**config.mk**
```make
export PLATFORM = sky130hd
export DESIGN_NAME = paged_addr_gen
export DESIGN_NICKNAME = d
export VERILOG_FILES = /design/src/rtl/paged_addr_pkg.sv /design/src/rtl/pa_page_regs.sv /design/src/rtl/pa_addr_form.sv /design/src/rtl/pa_out_stage.sv /design/src/rtl/paged_addr_gen.sv
export SDC_FILE = /design/constraint.sdc
export NUM_CORES = 1
export LEC_CHECK = 0
export BUFFER_PORTS_ARGS = -buffer_cell sky130_fd_sc_hd__buf_2
export CORE_UTILIZATION = 50
export DETAILED_ROUTE_END_ITERATION = 10
export GPL_ROUTABILITY_DRIVEN = 0
export PLACE_DENSITY = 0.8
export SYNTH_ARGS = -nofsm -noshare
export SYNTH_HDL_FRONTEND = slang
export SYNTH_SLANG_ARGS = --single-unit
```
**constraint.sdc**
```tcl
create_clock -name clk -period 3.3 [get_ports clk]
set_input_delay 0 -clock clk [delete_from_list [all_inputs] [get_ports clk]]
set_output_delay 0 -clock clk [all_outputs]
set_load 0.02 [all_outputs]
```
**src/rtl/paged_addr_pkg.sv**
```systemverilog
package paged_addr_pkg;
   typedef enum logic [1:0] {
      SRC_PAGE  = 2'd0,
      SRC_STACK = 2'd1,
      SRC_ZERO  = 2'd2,
      SRC_PORT  = 2'd3
   } addr_src_e;
endpackage

```
**src/rtl/pa_page_regs.sv**
```systemverilog
module pa_page_regs #(
   parameter int PAGE_W = 9
) (
   input  logic              clk,
   input  logic              rst_n,
   input  logic              dpage_wr_i,
   input  logic [PAGE_W-1:0] dpage_wdata_i,
   input  logic              ppage_wr_i,
   input  logic [PAGE_W-1:0] ppage_wdata_i,
   input  logic              cmode_wr_i,
   input  logic              cmode_wdata_i,
   output logic [PAGE_W-1:0] dpage_q,
   output logic [PAGE_W-1:0] ppage_q,
   output logic              cmode_q
);
   always_ff @(posedge clk or negedge rst_n) begin
      if (!rst_n) begin
         dpage_q <= '0;
         ppage_q <= '0;
         cmode_q <= 1'b0;
      end else begin
         if (dpage_wr_i) dpage_q <= dpage_wdata_i;
         if (ppage_wr_i) ppage_q <= ppage_wdata_i;
         if (cmode_wr_i) cmode_q <= cmode_wdata_i;
      end
   end
endmodule

```
**src/rtl/pa_addr_form.sv**
```systemverilog
module pa_addr_form
   import paged_addr_pkg::*;
#(
   parameter int OFS_W  = 7,
   parameter int PAGE_W = 9,
   localparam int ADDR_W = PAGE_W + OFS_W
) (
   input  logic [OFS_W-1:0]  ofs_i,
   input  logic [PAGE_W-1:0] dpage_i,
   input  logic [PAGE_W-1:0] ppage_i,
   input  logic [ADDR_W-1:0] stk_ptr_i,
   input  logic              cmode_i,
   input  logic              mmr_i,
   input  logic              port_i,
   output logic [ADDR_W-1:0] addr_d,
   output logic              io_d
);
   addr_src_e         src;
   logic [ADDR_W-1:0] ofs_ext;
   logic [ADDR_W-1:0] stk_sum;

   assign ofs_ext = {{PAGE_W{1'b0}}, ofs_i};
   assign stk_sum = stk_ptr_i + ofs_ext;

   always_comb begin
      if (port_i)       src = SRC_PORT;
      else if (mmr_i)   src = SRC_ZERO;
      else if (cmode_i) src = SRC_STACK;
      else              src = SRC_PAGE;
   end

   always_comb begin
      io_d = 1'b0;
      unique case (src)
         SRC_PAGE:  addr_d = {dpage_i, ofs_i};
         SRC_STACK: addr_d = stk_sum;
         SRC_ZERO:  addr_d = ofs_ext;
         SRC_PORT: begin
            addr_d = {ppage_i, ofs_i};
            io_d   = 1'b1;
         end
         default:   addr_d = '0;
      endcase
   end
endmodule

```
**src/rtl/pa_out_stage.sv**
```systemverilog
module pa_out_stage #(
   parameter int ADDR_W = 16
) (
   input  logic              clk,
   input  logic              rst_n,
   input  logic              req_i,
   input  logic [ADDR_W-1:0] addr_d,
   input  logic              io_d,
   output logic [ADDR_W-1:0] addr_o,
   output logic              io_space_o,
   output logic              valid_o
);
   always_ff @(posedge clk or negedge rst_n) begin
      if (!rst_n) begin
         addr_o     <= '0;
         io_space_o <= 1'b0;
         valid_o    <= 1'b0;
      end else begin
         valid_o <= req_i;
         if (req_i) begin
            addr_o     <= addr_d;
            io_space_o <= io_d;
         end
      end
   end
endmodule

```
**src/rtl/paged_addr_gen.sv**
```systemverilog
module paged_addr_gen #(
   parameter int OFS_W  = 7,
   parameter int PAGE_W = 9,
   localparam int ADDR_W = PAGE_W + OFS_W
) (
   input  logic              clk,
   input  logic              rst_n,
   input  logic              req_i,
   input  logic [OFS_W-1:0]  ofs_i,
   input  logic [ADDR_W-1:0] stk_ptr_i,
   input  logic              mmr_i,
   input  logic              port_i,
   input  logic              dpage_wr_i,
   input  logic [PAGE_W-1:0] dpage_wdata_i,
   input  logic              ppage_wr_i,
   input  logic [PAGE_W-1:0] ppage_wdata_i,
   input  logic              cmode_wr_i,
   input  logic              cmode_wdata_i,
   output logic [ADDR_W-1:0] addr_o,
   output logic              io_space_o,
   output logic              valid_o
);
   generate
      if (OFS_W < 1 || PAGE_W < 1) begin : g_bad_width
         $error("paged_addr_gen: OFS_W and PAGE_W must be at least 1");
      end
   endgenerate

   logic [PAGE_W-1:0] dpage_q;
   logic [PAGE_W-1:0] ppage_q;
   logic              cmode_q;
   logic [ADDR_W-1:0] addr_d;
   logic              io_d;

   pa_page_regs #(.PAGE_W(PAGE_W)) u_regs (
      .clk           (clk),
      .rst_n         (rst_n),
      .dpage_wr_i    (dpage_wr_i),
      .dpage_wdata_i (dpage_wdata_i),
      .ppage_wr_i    (ppage_wr_i),
      .ppage_wdata_i (ppage_wdata_i),
      .cmode_wr_i    (cmode_wr_i),
      .cmode_wdata_i (cmode_wdata_i),
      .dpage_q       (dpage_q),
      .ppage_q       (ppage_q),
      .cmode_q       (cmode_q)
   );

   pa_addr_form #(.OFS_W(OFS_W), .PAGE_W(PAGE_W)) u_form (
      .ofs_i     (ofs_i),
      .dpage_i   (dpage_q),
      .ppage_i   (ppage_q),
      .stk_ptr_i (stk_ptr_i),
      .cmode_i   (cmode_q),
      .mmr_i     (mmr_i),
      .port_i    (port_i),
      .addr_d    (addr_d),
      .io_d      (io_d)
   );

   pa_out_stage #(.ADDR_W(ADDR_W)) u_out (
      .clk        (clk),
      .rst_n      (rst_n),
      .req_i      (req_i),
      .addr_d     (addr_d),
      .io_d       (io_d),
      .addr_o     (addr_o),
      .io_space_o (io_space_o),
      .valid_o    (valid_o)
   );
endmodule

```
### Word-level counts from Yosys, hierarchy flattened

Index checks and enable logic that the tools add are counted.

| word-level totals | value |
|---|---|
| output and inout port bits | 18 |
| ROM bits | 0 |
| input port bits | 50 |
| memories | 0 |
| bits in registers | 37 |
| word-level logic and storage cells | 16 |
| bits in latches | 0 |
| RAM bits | 0 |

| cells by class | value |
|---|---|
| multiply operators | 0 |
| bitwise gates (word level) | 0 |
| equal/unequal tests | 3 |
| order comparisons | 0 |
| shift-type cells | 0 |
| reduce and logical (&&, ||, !) cells | 1 |
| muxes and demuxes | 5 |
| divide/modulo/power cells | 0 |
| $add $sub $neg | 1 |

Operator list:

| kind | number |
|---|---|
| $pmux W16 S4 | 1 |
| $add A16 B7 Y16 | 1 |
| $eq A2 B2 Y1 const B | 2 |
| $mux W2 | 2 |
| $eq A2 B1 Y1 const B | 1 |
| $logic_not A2 Y1 | 1 |
| $mux W1 | 2 |

### Logic depth before layout (Yosys ltp)

Gate-level depths: netlist of the first run.

| logic depth | value |
|---|---|
| depth after elaboration | 5 |
| mapped depth | 9 |
| mapped depth without buffers | 9 |

### By module

Synthesis of the first run repeated with hierarchy kept, for this count alone.

| second synthesis, totals | value |
|---|---|
| cells, all modules | 179 |
| area total of the unflattened synthesis | 2184.6 um2 |

By module, submodules not included:

| module | instances | area each (um2) | cells an instance |
|---|---|---|---|
| pa_page_regs | 1 | 779.5 | 40 |
| pa_out_stage | 1 | 710.7 | 37 |
| pa_addr_form | 1 | 694.4 | 102 |

### Worst setup path before layout of the first run

No wires, ideal clock.

| timing path | value |
|---|---|
| path kind | in2reg |
| from | input port ofs_i[0] |
| to | register u_out.addr_o[10] |
| stages on the path | 9 |
| setup slack | 1.574 ns |
| buffers on the path | 0 |
| arrival time | 1.600 ns |
| data required time | 3.174 ns |
| cells stage by stage | ha_1 inv_1 fa_1 nand2b_1 a21o_1 a211oi_1 xor2_1 a221oi_1 nor2_1 |

| on the way | value |
|---|---|
| cells in the longest elaborated chain, start to end | 2 |

RTL lines:

| item | line | text |
|---|---|---|
| start, declared | paged_addr_gen.sv:9 | `input logic [OFS_W-1:0] ofs_i,` |
| $add A16 B7 Y16 | pa_addr_form.sv:23 | `assign stk_sum = stk_ptr_i + ofs_ext;` |
| $pmux W16 S4 | pa_addr_form.sv:34 | `unique case (src)` |
| end signal, assigned | pa_out_stage.sv:21 | `addr_o <= addr_d;` |
| end, declared | pa_out_stage.sv:9 | `output logic [ADDR_W-1:0] addr_o,` |

No other way between the ends.
A chain may end at the register's enable or synchronous reset.

### Worst setup path in the final report of the first run

| timing path | value |
|---|---|
| from | input port ofs_i[0] |
| to | register u_out.addr_o[12] |

Same word-level chain as after synthesis.

==> results of run 1 <==
-- power by group --
group          switching [mW]  total, mW  internal (mW)
Combinational           0.160      0.295          0.135
Sequential             0.0292      0.533          0.504
Clock                   0.158      0.347          0.189
-- per-layer routing --
metal  up-vias  share of wire [%]  track usage [%]
li1        876                  -                -
met1       827                 45             33.0
met2        61                 48             42.3
met3         7                5.1             4.86
met4         0                1.5             8.97
met5         -                  0                0
-- critical path, cell delays in order --
cell	delay, ns
dlygate4sd3_1	0.54
buf_2	0.12
ha_1	0.21
inv_1	0.07
fa_1	0.39
nand2b_1	0.21
a21o_1	0.21
a211oi_1	0.27
xor2_1	0.10
a221oi_1	0.27
nor2_1	0.07
-- how the worst max path moves through the flow --
| stage | startpoint | endpoint | slack (ns) | cells past startpoint |
|---|---|---|---|---|
| detailed placement | ofs_i[0] | u_out.addr_o[12] | 1.33 | 10 |
| global placement | ofs_i[0] | u_out.addr_o[10] | 1.38 | 10 |
| CTS | ofs_i[0] | u_out.addr_o[12] | 1.08 | 11 |
| finish | ofs_i[0] | u_out.addr_o[12] | 1.04 | 11 |
| floorplan | ofs_i[0] | u_out.addr_o[10] | 1.57 | 9 |
| global route | ofs_i[0] | u_out.addr_o[12] | 0.84 | 11 |
-- sequential cells by signal, indices dropped and copies added, names as in the netlist --
register / cells
u_regs.cmode_q: 1
u_regs.ppage_q: 9
u_regs.dpage_q: 9
u_out.addr_o: 16
u_out.valid_o: 1
u_out.io_space_o: 1
-- placed cells by master, fill, tap and decap left out, drive strengths merged --
cell	synthesis	routed
buf	1	68
dfrtp	37	37
dlygate4sd3	0	23
nor2	20	20
mux2	20	20
a21oi	15	15
nand2	12	12
o22ai	8	8
o21ai	8	8
xnor2	7	7
a221oi	7	7
ha	7	7
clkbuf	7	7
xor2	6	6
inv	5	5
nor3	3	3
nand2b	3	3
a21o	3	3
o211ai	3	3
a211oi	3	3
a31oi	2	2
nand4	2	2
nand3	2	2
and4	1	1
o31a	1	1
nor4	1	1
nor3b	1	1
a32oi	1	1
mux2i	1	1
nand4bb	1	1
nor2b	1	1
fa	1	1
clkinv	0	1
-- metrics by stage --
stage	area, um2	total power, mW
floorplan	2000	0.707
detailed placement	2370	0.810
finish	2700	1.17
global placement	2370	0.803
global route	2700	1.23
CTS	2700	1.17
-- cell type report --
cell class,instances,area (um2)
clock buffers,7,96.3
well taps,48,60.1
multi-input cells,140,1020
flip-flops and latches,37,926
fillers,278,1040
inverters,5,18.8
repair buffers,91,573
clock inverters,1,5.00
-- kinds of logic after synthesis --
group	count (synthesis)	share of synthesized area [%]
adder cells (fa/ha/maj)	8	5.39
AND/OR/NAND/NOR	47	11.2
XOR/XNOR	13	5.71
AO/OA/AOI/OAI	51	17.0
buffers and inverters	13	2.51
flip-flops	37	46.4
multiplexers	21	11.8
==> out/qor.csv, run 1 <==
metric,value,unit
"CTS clk-pin slew, worst paths",0.07,ns
FF-to-FF Start,u_regs.cmode_q,
leakage power,1.24,nW
Post-Layout Cell Count,329,
worst-path maximum fanout,3,
Syn Nets,248,
CTS max path bufs,2,
R2R setup slack,1.89,ns
ranking of synthesized cells by area,"dfrtp_1, mux2_2, ha_1",
f_max,442,MHz
Post-Synthesis Cells,190,
Top Ports,68,
final worst slack,1.04,ns
NumNets Final,338,
Worst-Skew Late Latency,0.28,ns
hold path endpoint,u_out.addr_o[2],
Setup TNS,0,ns
root buf cell,clkbuf_8,
worst setup path class,primary input to register,
ANT nets after route,0,
most frequent cell after synthesis,dfrtp_1,
initial drt markers,87,
Worst Skew,0.00249,ns
Slew Limit Fails,0,
"Core Util, Final",72.1,%
hold depth,3,
Critical Path End Type,register,
first-pass GRT wire length,8.12,mm
Avg Vias per Cell,5.38,
1st-pass router iterations,4,
Setup Buffers After CTS,0,
Total GRT Usage,25.4,%
layout cell share with drive strength beyond 1,35.9,%
# resized after CTS,0,
die height,65.2,um
Worst Path Arrival,2.43,ns
number of global-route vias before repair,1753,
Initial Util,53.3,%
Max VDD drop,0.250,mV
PortBufs,67,
PD cells,435,nW/um2
worst r2r path cells,5,
largest net degree at the start of global routing,38,
"Seq/Total Area, Yosys",46.4,%
top-area cell type share of the netlist area,46.4,%
Synth warnings,0,
area of the mapped netlist,2000,um2
Post-Place Cells,298,
Yosys top cell by area,dfrtp_1,
clk sinks,37,
status,completed,
fin crit period,2.26,ns
DIE AREA,4250,um2
n_diodes,0,
H-tree depth,2,
Die Wd,65.2,um
DP HPWL,3.44,mm
min-delay src,ofs_i[2],
final setup vio count,0,
"Area growth, synth to finish",35.2,%
Post-CTS Hold Fix Bufs,23,
Critical R2R Capture,u_out.addr_o[6],
Vias,1771,
Placeable Area,3740,um2
Critical Path RT,3.47,ns
max_slew headroom,47.0,%
prevailing post-synth register cell,dfrtp_1,
DR WL/cell,15.1,um
Synth Register Bits,37,
Synth top cells by count,"dfrtp_1, mux2_2, nor2_1, a21oi_1, nand2_1",
Worst Hold Class,primary input to register,
CTS tree,done,
post-synthesis cell type count,35,
Slew @ Worst Pin,0.795,ns
final period utilization,68.6,%
CP startpoint kind,primary input,
ys async rst share,100,%
grt ovf,0,
RSZ-0062 raised after global routing,false,
Post-route DRC,0,
Post-Place Setup Slack,1.33,ns
"Hold Vio Cnt, Final",0,
initial antenna violation count,0,
FP Rows,22,
"EDFF count, synth",0,
"Avg Cell Area, Syn",10.5,um2
cts bufs inserted,5,
WL final,4.97,mm
MaxCap Viol Count,0,
Fin Hold WS,0.0244,ns
No activity file was read; power rests on OpenSTA's default activity.
==> run 2, diff against run 1 <==
--- a/config.mk
+++ b/config.mk
@@ -6,10 +6,10 @@
 export NUM_CORES = 1
 export LEC_CHECK = 0
 export BUFFER_PORTS_ARGS = -buffer_cell sky130_fd_sc_hd__buf_2
-export CORE_UTILIZATION = 50
+export CORE_UTILIZATION = 45
 export DETAILED_ROUTE_END_ITERATION = 10
 export GPL_ROUTABILITY_DRIVEN = 0
-export PLACE_DENSITY = 0.8
+export PLACE_DENSITY = 0.76
 export SYNTH_ARGS = -nofsm -noshare
 export SYNTH_HDL_FRONTEND = slang
 export SYNTH_SLANG_ARGS = --single-unit
==> constraint.sdc (replaced) <==
create_clock -name clk -period 2 [get_ports clk]
set_input_delay 0 -clock clk [delete_from_list [all_inputs] [get_ports clk]]
set_output_delay 0 -clock clk [all_outputs]
set_load 0.02 [all_outputs]
==> out/qor.csv, run 2 (synthesis gave the netlist of run 1 again) <==
metric,value,unit,change
max_slew headroom,45.6,%,-1.4 points
biggest regs,"u_out.addr_o (16), u_regs.dpage_q (9), u_regs.ppage_q (9)",,
Worst Hold Class,primary input to register,,
CP startpoint kind,primary input,,
Slew @ Worst Pin,0.816,ns,+0.0205 ns
WL final,4.96,mm,-0.18%
PD cells,702,nW/um2,+61%
final setup vio count,0,,unchanged
Max VDD drop,0.323,mV,+29%
hold path endpoint,u_out.addr_o[3],,
NumNets Final,340,,+0.59%
highest-count cells in the layout ignoring fill and taps,"buf_2, dfrtp_1, dlygate4sd3_1",,
"Hold Vio Cnt, Final",0,,unchanged
Total GRT Usage,23.1,%,-2.3 points
RSZ-0062 raised after global routing,false,,
R2R setup slack,0.71,ns,-1.18 ns
Setup Buffers After CTS,0,,unchanged
"most common cell after layout, fill and taps aside",buf_2,,
Initial Util,48.5,%,-4.8 points
final period utilization,95.2,%,
"Area growth, synth to finish",35.9,%,
grt ovf,0,,unchanged
root buf cell,clkbuf_8,,
PortBufs,67,,unchanged
n_diodes,0,,unchanged
Vias,1798,,+1.5%
"Core Util, Final",65.9,%,-6.2 points
number of global-route vias before repair,1724,,-1.7%
crit-path max cell delay,0.53,ns,about the same
"Slowest-stage cell, CP",dlygate4sd3_1,,
Avg Vias per Cell,5.42,,+0.61%
Worst Skew,0.00859,ns,+0.00610 ns
Worst-Skew Late Latency,0.29,ns,about the same
CTS tree,done,,
worst r2r path cells,4,,-1
critical-path cell list,"dlygate4sd3_1, buf_2, ha_1, o211ai_2, o211ai_2, nand3_1, xnor2_1, a221oi_1, nor2_1",,
fin crit period,1.90,ns,
DR WL/cell,14.9,um,-1.1%
die height,68.6,um,+5.2%
Top Ports,68,,unchanged
clk sinks,37,,unchanged
most frequent CP cell,o211ai_2,,
1st-pass router iterations,4,,unchanged
Critical R2R Capture,u_out.addr_o[10],,
Largest Register,u_out.addr_o,,
max FFs per register,16,,unchanged
"Power, Total",1.90,mW,+62%
cts bufs inserted,5,,unchanged
Critical Path End Type,register,,
worst setup path class,primary input to register,,
largest net degree at the start of global routing,38,,unchanged
first-pass GRT wire length,7.85,mm,-3.3%
worst-path maximum fanout,4,,+1
Critical Path RT,2.17,ns,-1.30 ns
CTS max path bufs,2,,unchanged
FP Rows,23,,+4.5%
FF-to-FF Start,u_regs.cmode_q,,
min-delay src,ofs_i[3],,
initial antenna violation count,0,,unchanged
MaxCap Viol Count,0,,unchanged
Fin Hold WS,0.0318,ns,+0.00745 ns
f_max,525,MHz,
DIE AREA,4710,um2,+11%
leakage power,1.24,nW,+0.13%
layout cell share with drive strength beyond 1,36.5,%,+0.58 points
DP HPWL,3.62,mm,+5.1%
Slew Limit Fails,0,,unchanged
hold depth,3,,unchanged
ANT nets after route,0,,unchanged
Placeable Area,4120,um2,+9.9%
Setup TNS,0,ns,unchanged
status,completed,,
Post-route DRC,0,,unchanged
"CTS clk-pin slew, worst paths",0.08,ns,about the same
H-tree depth,2,,unchanged
Die Wd,68.6,um,+5.2%
initial drt markers,149,,+71%
Worst Path Arrival,2.08,ns,-0.35 ns
run 2: changes by cell type in the layout (fill, tap and decap cells not counted), sizes merged:
cell | before | now
buf | 68 | 70
clkbuf | 7 | 6
clkinv | 1 | 0
clkinvlp | 0 | 1
run 2: area by class of cell:
type / instances / area, um2
sequential: 37 / 926
clock inverter: 1 / 7.51
tap: 50 / 62.6
fill: 348 / 1400
inverter: 5 / 18.8
multi-input combinational: 140 / 1030
timing repair buffer: 93 / 588
clock buffer: 6 / 82.6
run 2: critical path, delay by kind of cell:
family	cells	cell delay, ns
buf+inv	2	0.66
simple gates	2	0.20
xor+xnor	1	0.14
compound gates	3	0.71
fa+ha+maj	1	0.36
run 2: how the worst max path moves through the flow:
stage | startpoint | to | slack (ns) | depth (start not counted)
after floorplan | ofs_i[0] | u_out.addr_o[10] | 0.27 | 9
after global placement | ofs_i[0] | u_out.addr_o[10] | 0.13 | 10
after detailed placement | ofs_i[0] | u_out.addr_o[12] | 0.07 | 10
after CTS | ofs_i[4] | u_out.addr_o[9] | 0.03 | 9
after global routing | ofs_i[4] | u_out.addr_o[10] | 0.0006 | 9
final | ofs_i[4] | u_out.addr_o[11] | 0.1 | 9
run 2: through the flow:
step	std cells	worst slack (ns)	instance area, um2
2_1_floorplan	190	0.274	2000
3_3_place_gp	302	0.129	2380
3_5_place_dp	302	0.0745	2380
4_1_cts	332	0.0284	2710
5_1_grt	332	0.000619	2710
6_report	332	0.0955	2710
run 2: what timing repair did:
action,4_1_cts,5_1_grt
hold buffers,23,0
setup endpoints to repair,0,3
endpoints found under the hold margin,58,0
gates resized for setup,0,1
run 2: metal layers:
metal / wire, um / global-route usage [%] / vias up
met4: 78 / 8.59 / 0
met5: 0 / 0 / -
li1: - / - / 877
met3: 216 / 5.10 / 6
met2: 2340 / 36.0 / 54
met1: 2320 / 31.2 / 861
run 2: power by group:
| group | leakage, nW | total (mW) | internal (mW) | switching, mW |
|---|---|---|---|---|
| sequential | 0.431 | 0.880 | 0.831 | 0.0492 |
| clock | 0.0433 | 0.533 | 0.272 | 0.261 |
| combinational | 0.767 | 0.489 | 0.225 | 0.264 |
| total | 1.24 | 1.90 | 1.33 | 0.574 |
